<file path="src/rtl/cfgPortPkg.sv">
package cfgPortPkg;
  localparam int ADDR_W = 3;
  localparam int BYTE_W = 8;
  localparam int BYTE_IDX_W = 2;
  localparam logic [ADDR_W-1:0] COEF_ADDR = 3'd2;
  localparam logic [ADDR_W-1:0] MODE_ADDR = 3'd0;
  localparam int MODE_BIT = 4;

  typedef struct packed {
    logic regWrite;
    logic holdLoad;
    logic coefCommit;
    logic ptrAdvance;
    logic readLoad;
    logic seqClear;
    logic [BYTE_IDX_W-1:0] byteIdx;
  } portStrobeT;
endpackage

</file>
<file path="src/rtl/hostStrobeSync.sv">
module hostStrobeSync #(
  parameter int STAGES = 2,
  parameter int NUM = 2
) (
  input  logic           clk,
  input  logic           rstN,
  input  logic [NUM-1:0] strobeN,
  output logic [NUM-1:0] level,
  output logic [NUM-1:0] fall
);
  for (genvar i = 0; i < NUM; i++) begin : gSync
    logic [STAGES-1:0] chain;
    logic prevLevel;
    always_ff @(posedge clk) begin
      if (!rstN) begin
        chain <= '1;
        prevLevel <= 1'b1;
      end else begin
        chain <= {chain[STAGES-2:0], strobeN[i]};
        prevLevel <= chain[STAGES-1];
      end
    end
    assign level[i] = chain[STAGES-1];
    assign fall[i] = prevLevel && !chain[STAGES-1];
  end
endmodule

</file>
<file path="src/rtl/cfgPortCtrl.sv">
module cfgPortCtrl
  import cfgPortPkg::*;
(
  input  logic              clk,
  input  logic              rstN,
  input  logic              wrFall,
  input  logic              rdFall,
  input  logic              wrLevel,
  input  logic              rdLevel,
  input  logic [ADDR_W-1:0] addr,
  input  logic [BYTE_W-1:0] wrData,
  input  logic              coefReadMode,
  output portStrobeT        strobe,
  output logic              dataOe
);
  logic [BYTE_IDX_W-1:0] byteCnt;
  logic legalWr, legalRd, isCoef, lastByte, coefStep;

  assign legalWr = wrFall && rdLevel;
  assign legalRd = rdFall && wrLevel;
  assign isCoef = (addr == COEF_ADDR);
  assign lastByte = (byteCnt == '1);
  assign coefStep = (legalWr && isCoef && !coefReadMode) ||
                    (legalRd && isCoef && coefReadMode);

  always_comb begin
    strobe = '0;
    strobe.byteIdx = byteCnt;
    if (legalWr) begin
      if (!isCoef) begin
        strobe.regWrite = 1'b1;
        if (addr == MODE_ADDR && wrData[MODE_BIT] != coefReadMode)
          strobe.seqClear = 1'b1;
      end else if (!coefReadMode) begin
        if (lastByte) begin
          strobe.coefCommit = 1'b1;
          strobe.ptrAdvance = 1'b1;
        end else begin
          strobe.holdLoad = 1'b1;
        end
      end
    end
    if (legalRd) begin
      strobe.readLoad = 1'b1;
      if (isCoef && coefReadMode && lastByte) strobe.ptrAdvance = 1'b1;
    end
  end

  always_ff @(posedge clk) begin
    if (!rstN) begin
      byteCnt <= '0;
      dataOe <= 1'b0;
    end else begin
      if (strobe.seqClear) byteCnt <= '0;
      else if (coefStep) byteCnt <= byteCnt + 1'b1;
      if (legalRd) dataOe <= 1'b1;
      else if (rdLevel) dataOe <= 1'b0;
    end
  end
endmodule

</file>
<file path="src/rtl/cfgPortDatapath.sv">
module cfgPortDatapath
  import cfgPortPkg::*;
#(
  parameter int NUM_ENTRIES = 128,
  parameter int COEF_W = 32,
  parameter int REG_COUNT = 8,
  localparam int PTR_W = $clog2(NUM_ENTRIES),
  localparam int BYTES = COEF_W / BYTE_W,
  localparam int HOLD_W = (BYTES - 1) * BYTE_W
) (
  input  logic                            clk,
  input  logic                            rstN,
  input  portStrobeT                      strobe,
  input  logic [ADDR_W-1:0]               addr,
  input  logic [BYTE_W-1:0]               wrData,
  input  logic [PTR_W-1:0]                coefRdIdx,
  output logic [COEF_W-1:0]               coefRdData,
  output logic [BYTE_W-1:0]               readData,
  output logic [2*BYTE_W-1:0]             cfgLow,
  output logic [(REG_COUNT-3)*BYTE_W-1:0] cfgHigh,
  output logic [PTR_W-1:0]                coefPtr,
  output logic                            coefReadMode
);
  localparam logic [PTR_W-1:0] LAST = PTR_W'(NUM_ENTRIES - 1);

  logic [REG_COUNT*BYTE_W-1:0] regFile;
  logic [HOLD_W-1:0] holdReg;
  logic [COEF_W-1:0] coefBank [NUM_ENTRIES];
  logic [COEF_W-1:0] curWord;

  for (genvar i = 0; i < REG_COUNT; i++) begin : gReg
    if (i == int'(COEF_ADDR)) begin : gNone
      assign regFile[i*BYTE_W +: BYTE_W] = '0;
    end else begin : gFlop
      always_ff @(posedge clk) begin
        if (!rstN) regFile[i*BYTE_W +: BYTE_W] <= '0;
        else if (strobe.regWrite && addr == ADDR_W'(i))
          regFile[i*BYTE_W +: BYTE_W] <= wrData;
      end
    end
  end

  always_ff @(posedge clk) begin
    if (!rstN) holdReg <= '0;
    else if (strobe.holdLoad) holdReg[strobe.byteIdx*BYTE_W +: BYTE_W] <= wrData;
  end

  always_ff @(posedge clk) begin
    if (strobe.coefCommit) coefBank[coefPtr] <= {wrData, holdReg};
  end

  always_ff @(posedge clk) begin
    if (!rstN) coefPtr <= '0;
    else if (strobe.seqClear) coefPtr <= '0;
    else if (strobe.ptrAdvance && coefPtr != LAST) coefPtr <= coefPtr + 1'b1;
  end

  assign curWord = coefBank[coefPtr];

  always_ff @(posedge clk) begin
    if (!rstN) readData <= '0;
    else if (strobe.readLoad) begin
      if (addr == COEF_ADDR)
        readData <= coefReadMode ? curWord[strobe.byteIdx*BYTE_W +: BYTE_W] : '0;
      else
        readData <= regFile[addr*BYTE_W +: BYTE_W];
    end
  end

  assign coefRdData = coefBank[coefRdIdx];
  assign cfgLow = regFile[2*BYTE_W-1:0];
  assign cfgHigh = regFile[REG_COUNT*BYTE_W-1:3*BYTE_W];
  assign coefReadMode = regFile[MODE_BIT];
endmodule

</file>
<file path="src/rtl/cfgHostPort.sv">
module cfgHostPort
  import cfgPortPkg::*;
#(
  parameter int NUM_ENTRIES = 128,
  parameter int COEF_W = 32,
  parameter int SYNC_STAGES = 2,
  localparam int PTR_W = $clog2(NUM_ENTRIES)
) (
  input  logic              clk,
  input  logic              rstN,
  input  logic [ADDR_W-1:0] hostAddr,
  input  logic              hostWrN,
  input  logic              hostRdN,
  input  logic [7:0]        hostDataIn,
  output logic [7:0]        hostDataOut,
  output logic              hostDataOe,
  input  logic [PTR_W-1:0]  coefRdIdx,
  output logic [COEF_W-1:0] coefRdData,
  output logic [2:0]        halfbandCount,
  output logic              halfbandValid,
  output logic              filterEnable,
  output logic              coefReadMode,
  output logic [3:0]        decimRate,
  output logic [8:0]        tapCount,
  output logic              tapCountValid,
  output logic [39:0]       auxRegs
);
  logic [1:0] level, fall;
  logic wrLevel, rdLevel, wrFall, rdFall;
  portStrobeT strobe;
  logic [15:0] cfgLow;
  logic [PTR_W-1:0] coefPtr;

  hostStrobeSync #(.STAGES(SYNC_STAGES), .NUM(2)) uSync (
    .clk(clk), .rstN(rstN), .strobeN({hostRdN, hostWrN}), .level(level), .fall(fall)
  );
  assign wrLevel = level[0];
  assign rdLevel = level[1];
  assign wrFall = fall[0];
  assign rdFall = fall[1];

  cfgPortCtrl uCtrl (
    .clk(clk), .rstN(rstN), .wrFall(wrFall), .rdFall(rdFall),
    .wrLevel(wrLevel), .rdLevel(rdLevel), .addr(hostAddr), .wrData(hostDataIn),
    .coefReadMode(coefReadMode), .strobe(strobe), .dataOe(hostDataOe)
  );

  cfgPortDatapath #(.NUM_ENTRIES(NUM_ENTRIES), .COEF_W(COEF_W), .REG_COUNT(8)) uData (
    .clk(clk), .rstN(rstN), .strobe(strobe), .addr(hostAddr), .wrData(hostDataIn),
    .coefRdIdx(coefRdIdx), .coefRdData(coefRdData), .readData(hostDataOut),
    .cfgLow(cfgLow), .cfgHigh(auxRegs), .coefPtr(coefPtr), .coefReadMode(coefReadMode)
  );

  assign halfbandCount = cfgLow[2:0];
  assign halfbandValid = (cfgLow[2:0] <= 3'd5);
  assign filterEnable = cfgLow[3];
  assign decimRate = (cfgLow[7:5] == 3'd0) ? 4'd8 : {1'b0, cfgLow[7:5]};
  assign tapCount = (cfgLow[15:8] == 8'd0) ? 9'd256 : {1'b0, cfgLow[15:8]};
  assign tapCountValid = (cfgLow[15:8] == 8'd0) || (cfgLow[15:8] >= 8'd4);
endmodule

</file>
<file path="config.mk">
export PLATFORM = sky130hd
export DESIGN_NAME = cfgHostPort
export DESIGN_NICKNAME = d
export VERILOG_FILES = /design/src/rtl/cfgPortPkg.sv /design/src/rtl/hostStrobeSync.sv /design/src/rtl/cfgPortCtrl.sv /design/src/rtl/cfgPortDatapath.sv /design/src/rtl/cfgHostPort.sv
export SDC_FILE = /design/constraint.sdc
export NUM_CORES = 2
export LEC_CHECK = 0
export ABC_AREA = 0
export BUFFER_PORTS_ARGS = -buffer_cell sky130_fd_sc_hd__buf_4
export CORE_MARGIN = 2
export CORE_UTILIZATION = 58
export DETAILED_ROUTE_END_ITERATION = 10
export PLACE_DENSITY = 0.78
export SYNTH_ARGS = -nofsm -noshare
export SYNTH_HDL_FRONTEND = slang
export SYNTH_SLANG_ARGS = --single-unit
</file>
<file path="constraint.sdc">
create_clock -name clk -period 4.3 [get_ports clk]
set_clock_uncertainty 0.15 [all_clocks]
set_input_delay 0.86 -clock clk [delete_from_list [all_inputs] [get_ports clk]]
set_output_delay 0.86 -clock clk [all_outputs]
set_load 0.01 [all_outputs]
</file>
==> out/qor.yml <==
status: "finished, violations left"
violations: "setup timing"
use_met3: 0.181
final_cell_area_um2: 224000
fp.dieW_um: 582
worstReg2RegEnd: "uData.readData[7]"
critPathLaunch: "coefRdIdx[0]"
fmax_mhz: 196
synth_cells: 9150
grt_pass1_vias: 116000
crit_slowest_cell: "mux4_2"
fin_hold_ws_ns: 0.112
place_area_um2: 209000
finalHoldViolations: 0
h-tree-depth: 5
die-area_um2: 339000
fin_crit_ns: 5.11
synthArstFlopShare: 0
clk_pin_slew_worst_paths_ns: 0.06
ff2ff_setup_slack_ns: 0.05
critPathKind: "input port to output pin"
syn_to_final_growth_pct: 15.5
placed_cells: 13900
fin_cells: 14700
cts_root_buffer: "clkbuf_16"
grt_pass1_wl_um: 921000
netlist-cell-type-count: 73
final_layout_size_suffix_gt1_frac: 0.416
worstSetupStartpointType: "input port"
worst_r2r_path_depth: 9
critPathMaxFanout: 16
min_period_over_period: 1.19
clk_path_buf_depth: 4
use_met1: 0.492
total_power_mw: 84.0
grt_use_met2: 0.567
grt.busiest_layer: "met2"
worst-endpoint-required_ns: 3.29
cts_tree: "built"
endpoint_kind: "output pin"
path_cells: "buf_16 > buf_4 > buf_12 > buf_12 > mux4_2 > mux4_2 > mux4_2 > mux2_4 > buf_6"
cts_sinks: 4207
syn_area_um2: 194000
synth_nets: 9178
numCtsBuffers: 408
final_core_util: 0.673
hold_path_class: "input port to flop"
tightestPinTransition_ns: 1.28
drv_slew: 0
grt_overflow: 0
endpoint: "coefRdData[12]"
layout.nets: 9971
critPathArrivalTime_ns: 4.10
ant_nets: 0
port_buffers: 122
critPathMaxStageDelay_ns: 0.67
synth_edf_count: 4096
routed-via-count: 118000
routabilityCongestion: 1.05
core_um2: 333000
wl_um: 672000
finalSetupViolCount: 32
detail_route.wl_per_cell_um: 45.6
insertion_delay_ns: 1.02
yosys_warnings: 0
drc_errors: 0
max-vdd-ir-drop_v: 0.000349
synth_flop_cell: "edfxtp_1"
start_util: 0.583
grt_max_degree: 139
power_leakage_nw: 64.7
rows: 212
cpMostUsedCell: "mux4_2"
ys_ff_latch: 4207
vias_per_cell: 8.01
pin_count: 123
grt_use_total: 0.395
rsz0062_at_grt: "yes"
place_hpwl_um: 413000
first_pass_iters: 6
setup_ws_ns: -0.810
worst_slew_margin_rel: 0.140
first_iter_violations: 24300
syn_area_per_cell_um2: 21.2
p_per_area_nw_per_um2: 375
synth_seq_area_share: 0.645
cap_violations: 0
die_h_um: 582
antenna_found_initial: 97
-- flip-flops by register name (all words and copies together), names as in the netlist, named ones only --
signal,cells
uCtrl.byteCnt,2
uData.cfgHigh,40
uData.readData,8
uData.holdReg,24
uCtrl.dataOe,1
uSync.gSync.prevLevel,2
uData.cfgLow,16
uData.coefBank,4096
uData.coefPtr,7
uSync.gSync.chain,4
-- cell usage in the layout, fill, tap and decap left out, drive strengths merged, types with 9 or more instances in the layout --
cell | Yosys | routed
a2111oi | 13 | 13
nand2b | 18 | 18
o221ai | 164 | 164
inv | 11 | 23
a221oi | 18 | 18
buf | 358 | 1111
nand4 | 22 | 22
o22ai | 113 | 113
a311oi | 9 | 9
dfxtp | 111 | 111
a21boi | 32 | 32
o22a | 12 | 12
diode | 0 | 44
and3 | 11 | 11
clkinv | 3 | 212
nor2 | 249 | 249
o21ai | 111 | 111
a211oi | 13 | 13
a22oi | 25 | 25
edfxtp | 4096 | 4096
nor3 | 29 | 29
and2 | 14 | 14
nand3b | 13 | 13
nand3 | 51 | 51
nor4 | 19 | 19
a21oi | 116 | 116
mux2i | 469 | 469
nand2 | 143 | 143
nor2b | 62 | 62
clkinvlp | 0 | 21
mux4 | 2283 | 2283
clkbuf | 381 | 482
bufinv | 0 | 45
mux2 | 80 | 80
-- cell usage after synthesis (all sizes together), types with 25 or more instances --
| cell | number | area (µm²) |
|---|---|---|
| nor2b | 62 | 388 |
| clkbuf | 381 | 1430 |
| o21ai | 111 | 556 |
| nand3 | 51 | 255 |
| nor2 | 249 | 935 |
| buf | 358 | 2330 |
| nor3 | 29 | 145 |
| a22oi | 25 | 188 |
| nand2 | 143 | 537 |
| mux2 | 80 | 901 |
| dfxtp | 111 | 2220 |
| mux2i | 469 | 4690 |
| mux4 | 2283 | 51400 |
| a21boi | 32 | 240 |
| o221ai | 164 | 1440 |
| a21oi | 116 | 581 |
| edfxtp | 4096 | 123000 |
| o22ai | 113 | 707 |
-- repair_timing --
action                                 in CTS  in global routing
endpoints found under the hold margin       2                  0
setup buffers                              19                 28
setup endpoints to repair                  32                 33
cloned                                     10                  5
hold buffers                                2                  0
gates resized for setup                    79                 30
-- cells by family after synthesis --
| family | count (synthesis) | synth area share |
|---|---|---|
| multiplexers | 2832 | 0.294 |
| AND/OR/NAND/NOR | 661 | 0.0161 |
| buffers and inverters | 753 | 0.0196 |
| adder cells (fa/ha/maj) | 6 | 0.000387 |
| AO/OA/AOI/OAI | 686 | 0.0247 |
| flip-flops | 4207 | 0.645 |
| XOR/XNOR | 5 | 0.000226 |
-- metrics by stage --
stage                     TNS [ns]  setup slack [ns]
final                       -23.28            -0.810
after global routing        -22.51            -0.750
after CTS                   -20.76            -0.706
after detailed placement    -23.65            -0.976
after global placement      -23.28            -0.931
after floorplan            -103.11           -0.0905
-- area by class of cell --
cell class	count	area, µm²
timing repair buffer	1122	13600
clock buffer	477	10700
antenna	44	110
tap	4387	5490
inverter	14	62.6
multi-input combinational	4190	66200
fill	19800	109000
clock inverter	287	2750
sequential	4207	125000
-- metal layers --
metal / share of wire / routed length (µm) / vias to the layer above
met5: 0.00074 / 495 / -
met2: 0.44 / 294000 / 12400
met1: 0.30 / 203000 / 60900
met4: 0.077 / 51600 / 68
met3: 0.18 / 122000 / 2491
li1: - / - / 42200
-- worst max-delay path, delay by kind of cell --
family,cells,cell delay [ns]
buffers and inverters,5,0.87
muxes,4,2.27
-- how the worst min path moves through the flow --
stage | from | endpoint | slack, ns | depth (start not counted)
floorplan | uSync.gSync[0].chain[0] | uSync.gSync[0].chain[1] | 0.24 | 1
CTS | rstN | uData.cfgHigh[20] | 0.09 | 2
finish | rstN | uData.cfgHigh[15] | 0.11 | 2
global route | rstN | uData.cfgHigh[24] | 0.13 | 2
detailed placement | uSync.gSync[0].chain[0] | uSync.gSync[0].chain[1] | 0.26 | 1
global placement | uSync.gSync[1].chain[0] | uSync.gSync[1].chain[1] | 0.25 | 1
-- where the power goes --
group	leakage (nW)	switching, mW	internal (mW)
Clock	6.58	16.1	20.5
Sequential	36.3	0.0171	44.4
Combinational	21.8	1.65	1.27
No activity file was read; power rests on OpenSTA's default activity.
